<file path="src/rtl/pal_pkg.sv">
package pal_pkg;
  localparam int DEF_DED = 10;
  localparam int DEF_IO  = 6;
  localparam int DEF_OUT = 8;
  localparam int DEF_SUM = 8;

  // One literal pair: a removed connection (1) never pulls the AND low.
  function automatic logic lit_pass(logic cut_true, logic cut_inv, logic x);
    return (cut_true | x) & (cut_inv | ~x);
  endfunction

  // First configuration bit of term t in cell o.
  function automatic int row_base(int o, int t, int terms, int cols);
    return (o * terms + t) * cols;
  endfunction
endpackage

</file>
<file path="src/rtl/pal_cfg_chain.sv">
module pal_cfg_chain #(
  parameter int W = 2312
) (
  input  logic         clk,
  input  logic         rst_n,
  input  logic         cfg_en,
  input  logic         cfg_bit,
  output logic [W-1:0] cfg_q
);
  always_ff @(posedge clk or negedge rst_n) begin
    if (!rst_n)      cfg_q <= '0;
    else if (cfg_en) cfg_q <= {cfg_q[W-2:0], cfg_bit};
  end

  AST_CFG_HOLD: assert property (@(posedge clk) disable iff (!rst_n)
    !cfg_en |=> $stable(cfg_q));
  AST_CFG_SHIFT: assert property (@(posedge clk) disable iff (!rst_n)
    cfg_en |=> (cfg_q[0] == $past(cfg_bit)) && (cfg_q[W-1:1] == $past(cfg_q[W-2:0])));
endmodule

</file>
<file path="src/rtl/pal_product.sv">
module pal_product #(
  parameter int N_IN = 16
) (
  input  logic [2*N_IN-1:0] row,
  input  logic [N_IN-1:0]   x,
  output logic              term
);
  import pal_pkg::*;
  logic [N_IN-1:0] pass;

  for (genvar j = 0; j < N_IN; j++) begin : g_col
    assign pass[j] = lit_pass(row[2*j], row[2*j+1], x[j]);
  end
  assign term = &pass;

  always_comb begin
    if (&row) AST_ALL_CUT: assert (term);
  end
endmodule

</file>
<file path="src/rtl/pal_cell.sv">
module pal_cell #(
  parameter int N_IN  = 16,
  parameter int N_SUM = 8
) (
  input  logic [(N_SUM+1)*2*N_IN-1:0] rows,
  input  logic [N_IN-1:0]             x,
  input  logic                        pol_cut,
  output logic                        val,
  output logic                        oe
);
  localparam int COLS  = 2 * N_IN;
  localparam int TERMS = N_SUM + 1;

  logic [TERMS-1:0] terms;
  logic             sum_or;

  for (genvar t = 0; t < TERMS; t++) begin : g_term
    pal_product #(.N_IN(N_IN)) u_pt (
      .row  (rows[t*COLS +: COLS]),
      .x    (x),
      .term (terms[t])
    );
  end

  assign sum_or = |terms[N_SUM-1:0];
  assign oe     = terms[N_SUM];
  assign val    = pol_cut ? ~sum_or : sum_or;

  always_comb begin
    if (!pol_cut && terms[0]) AST_OR_FLOOR: assert (val);
  end
endmodule

</file>
<file path="src/rtl/pal_array.sv">
module pal_array #(
  parameter int N_DED = pal_pkg::DEF_DED,
  parameter int N_IO  = pal_pkg::DEF_IO,
  parameter int N_OUT = pal_pkg::DEF_OUT,
  parameter int N_SUM = pal_pkg::DEF_SUM
) (
  input  logic             clk,
  input  logic             rst_n,
  input  logic             cfg_en,
  input  logic             cfg_bit,
  input  logic [N_DED-1:0] ded_in,
  input  logic [N_IO-1:0]  io_in,
  output logic [N_OUT-1:0] out_val,
  output logic [N_OUT-1:0] out_oe
);
  localparam int N_IN   = N_DED + N_IO;
  localparam int COLS   = 2 * N_IN;
  localparam int TERMS  = N_SUM + 1;
  localparam int CELL_W = TERMS * COLS;
  localparam int ARR_W  = N_OUT * CELL_W;
  localparam int CFG_W  = ARR_W + N_OUT;

  logic [CFG_W-1:0] cfg_q;
  logic [N_IN-1:0]  arr_x;
  logic             cfg_touched;

  pal_cfg_chain #(.W(CFG_W)) u_chain (
    .clk     (clk),
    .rst_n   (rst_n),
    .cfg_en  (cfg_en),
    .cfg_bit (cfg_bit),
    .cfg_q   (cfg_q)
  );

  // Shared pins enter the array from their sensed level.
  assign arr_x = {io_in, ded_in};

  for (genvar o = 0; o < N_OUT; o++) begin : g_cell
    pal_cell #(.N_IN(N_IN), .N_SUM(N_SUM)) u_cell (
      .rows    (cfg_q[o*CELL_W +: CELL_W]),
      .x       (arr_x),
      .pol_cut (cfg_q[ARR_W+o]),
      .val     (out_val[o]),
      .oe      (out_oe[o])
    );
  end

  always_ff @(posedge clk or negedge rst_n) begin
    if (!rst_n)      cfg_touched <= 1'b0;
    else if (cfg_en) cfg_touched <= 1'b1;
  end

  AST_OE_QUIET: assert property (@(posedge clk) disable iff (!rst_n)
    !cfg_touched |-> (out_oe == '0));
  AST_SENSE_ONLY_WHEN_LOADED: assert property (@(posedge clk) disable iff (!rst_n)
    !cfg_touched |-> (out_val == '0));
endmodule

</file>
<file path="config.mk">
export PLATFORM = sky130hd
export DESIGN_NAME = pal_array
export DESIGN_NICKNAME = d
export VERILOG_FILES = /design/src/rtl/pal_pkg.sv /design/src/rtl/pal_cfg_chain.sv /design/src/rtl/pal_product.sv /design/src/rtl/pal_cell.sv /design/src/rtl/pal_array.sv
export SDC_FILE = /design/constraint.sdc
export NUM_CORES = 2
export LEC_CHECK = 0
export ABC_CLOCK_PERIOD_IN_PS = 3100
export BUFFER_PORTS_ARGS = -buffer_cell sky130_fd_sc_hd__buf_2
export CAP_MARGIN = 40
export CORE_ASPECT_RATIO = 1.75
export CORE_MARGIN = 1.5
export CORE_UTILIZATION = 50
export DETAILED_ROUTE_END_ITERATION = 7
export GPL_TIMING_DRIVEN = 0
export PLACE_DENSITY_LB_ADDON = 0.1
export SKIP_LAST_GASP = 1
export SYNTH_ARGS = -nofsm -noshare
export SYNTH_HDL_FRONTEND = slang
export SYNTH_HIERARCHICAL = 1
export SYNTH_SLANG_ARGS = --single-unit
</file>
<file path="constraint.sdc">
create_clock -name clk -period 3.1 [get_ports clk]
set_clock_uncertainty 0.15 [all_clocks]
set_input_delay 0.31 -clock clk [delete_from_list [all_inputs] [get_ports clk]]
set_output_delay 0.31 -clock clk [all_outputs]
set_load 0.005 [all_outputs]
</file>
==> results.toml <==
[critical_path]
critPathMaxStageDelay_ns = 0.41
required_ns = 2.64
crit_family = "simple AND/OR/NAND/NOR gates"
worstSetupStartpointType = "flop"
crit_path_end_kind = "output pin"
crit_fanout = 3
path_cells = "mux2i_1 > nor4_1 > and4_1 > nor4_4 > nand2_4 > xor2_4 > buf_2"
crit_buf_inv = 1
worstSetupPathType = "reg -> out"
reg2reg_from = "u_chain/cfg_q[2304]"
crit_path_start = "u_chain/cfg_q[385]"
crit_path_top_delay_cell = "nor4_4"
worstPathArrival_ns = 2.77

[grt]
gr-usage-all-layers_pct = 22.50
grt-ovfl-total = 0
grt_pass1_wl_mm = 349.3
grt_max_degree = 170
antenna_found_initial = 1
grt_pass1_vias = 58360

[detailed_routing]
top_layer = "met4"
drc_errors = 0
drt_pre_antenna_iters = 4
drt_iter0_markers = 2373
routed_wl_mm = 226.6
ant_nets = 0
via_count = 53580
wl_met2_mm = 120.8
wl_per_cell_um = 23.74
viasPerCell = 5.613
dr_wl_met3_mm = 5.701
met1Wirelength_mm = 93.03

[sta]
finalHoldViolCount = 202
period_minus_slack_ns = 3.226
setup_ws_ns = -0.1256
hold_ws_ns = -0.7111
tightest_slew_ns = 0.9825
setup_viol = 7
rsz0062_at_grt = "yes"
drv_slew = 0
timing.fmax_mhz = 310.0
max_slew_margin_pct = 34.50
finalCritPeriodShare_pct = 104.1

[run]
cap_viol_max_count = 0

[power]
peakVddDrop_uv = 409.0
power_density_nw_per_um2 = 537.5
p_leak_nw = 57.33
power_mw = 61.06

[run_status]
status = "finished, violations left"
violations = "negative hold slack, negative setup slack"

[floorplanning]
die_w_um = 341.9
ios = 36
die_area_um2 = 203800
chipHeight_um = 596.1
coreArea_um2 = 199800
start_util_pct = 50.30
rows = 217

[cts]
numCtsBuffers = 216
htreeDepth = 4
cts_root_buffer = "clkbuf_16"
cts_sinks = 2312
cts-hold-fix-buffers = 5
clk_latency_ns = 0.86
clk_path_buf_depth = 4
cts_tree = "built"
clk_pin_slew_ns = 0.06

[layout]
area.sequential_um2 = 57860
reg_top3 = "u_chain/cfg_q x2312"
drive_above_1_share_pct = 44.46
fillers = 16150
nets = 6770
largest_register = "u_chain/cfg_q"
post-route-util_pct = 56.84
syn_to_final_growth_pct = 13.01
multi_input_area_um2 = 40650
largest_register_ffs = 2312

[placed_design]
place_congestion = 0.7190
io_buffers = 34
dp_hpwl_mm = 127.7

[synthesis]
yosys_warnings = 6
synth.avg_cell_area_um2 = 15.64
syn-num-nets = 6445
synth-seq-cells = 2312
synth_cells = 6425
ys_seq_area_share_pct = 57.56
synth_area_um2 = 100500
ys_types = 9

[min_path]
hold_class = "in -> async"
-- cells by family after synthesis --
| logic type | after synthesis | synth area share [%] |
|---|---|---|
| buffers and inverters | 257 | 2.444 |
| flip-flops | 2312 | 57.56 |
| AND/OR/NAND/NOR | 384 | 2.549 |
| XOR/XNOR | 8 | 0.06971 |
| multiplexers | 3464 | 37.38 |
-- placed cells by master, fill, tap and decap left out, types with 3 or more instances in the layout --
cell	instances
buf_16	47
clkbuf_1	56
buf_8	3
clkbuf_8	54
nor4_1	280
buf_12	12
buf_4	14
mux2_2	2312
clkinvlp_4	3
nand2_2	4
dfrtp_1	2311
and4_2	6
nor4_2	14
and4_4	5
clkbuf_16	221
dlygate4sd3_1	4
xor2_1	4
bufinv_16	16
bufbuf_16	11
clkinv_2	33
buf_6	187
nor4_4	10
mux2i_2	27
mux2i_1	1124
buf_2	86
and4_1	61
-- final timing paths --
path,endpoint,slack (ns),depth (start not counted)
hold / removal,u_chain/cfg_q[2064],-0.71,1
max in group asynchronous,u_chain/cfg_q[1312],0.44,7
min in group clk,u_chain/cfg_q[0],0.07,3
setup / recovery,out_val[1],-0.13,7
hold reg to reg,u_chain/cfg_q[275],0.37,1
setup reg to reg,u_chain/cfg_q[2305],1.89,1
-- routing by layer --
layer / global-route usage (%) / vias to the layer above
li1: - / 24550
met4: 6.871 / 0
met3: 2.708 / 322
met5: 0 / -
met2: 41.26 / 447
met1: 27.35 / 28260
-- cells in the mapped netlist --
cell type	count	area share (%)
and4_1	72	0.63
buf_2	70	0.35
buf_6	187	2.1
dfrtp_1	2312	58
mux2_2	2312	26
mux2i_1	1152	11
nand2_1	8	0.030
nor4_1	304	1.9
xor2_1	8	0.070
-- stage by stage --
| stage | TNS [ns] | hold WS, ns | instance area (µm²) | std cells | worst slack [ns] |
|---|---|---|---|---|---|
| after global routing | -1.164 | -0.6820 | 113600 | 9546 | -0.1951 |
| after CTS | -1.347 | -0.7004 | 113400 | 9538 | -0.2310 |
| after global placement | - | 0.3558 | 104000 | 9087 | -49.67 |
| after floorplan | 0 | -0.1356 | 100500 | 6425 | 1.419 |
| final | -0.4501 | -0.7111 | 113600 | 9546 | -0.1256 |
| after detailed placement | -736.95 | 0.2336 | 105100 | 9120 | -1.865 |
-- what timing repair did --
action                     in CTS  in global routing
hold endpoints to repair      211                125
gates cloned                   21                  0
buffers inserted                7                  6
pin swaps                      19                 24
gates resized for setup        84                 37
setup endpoints to repair     271                  8
-- area by class of cell --
type | instances | area share (%)
Antenna cell | 1 | 0.002203
Buffer | 257 | 2.162
Clock buffer | 331 | 5.708
Clock inverter | 54 | 0.6037
Multi-Input combinational cell | 3856 | 35.79
Sequential cell | 2312 | 50.94
Tap cell | 2628 | 2.895
Timing Repair Buffer | 107 | 1.904
-- where the power goes --
group / switching, mW / internal (mW) / total (mW)
logic: 2.20 / 1.37 / 3.57
registers: 0.114 / 30.3 / 30.4
clock network: 11.4 / 15.7 / 27.0
total: 13.7 / 47.4 / 61.1
Power figures use the tool's default switching activity.
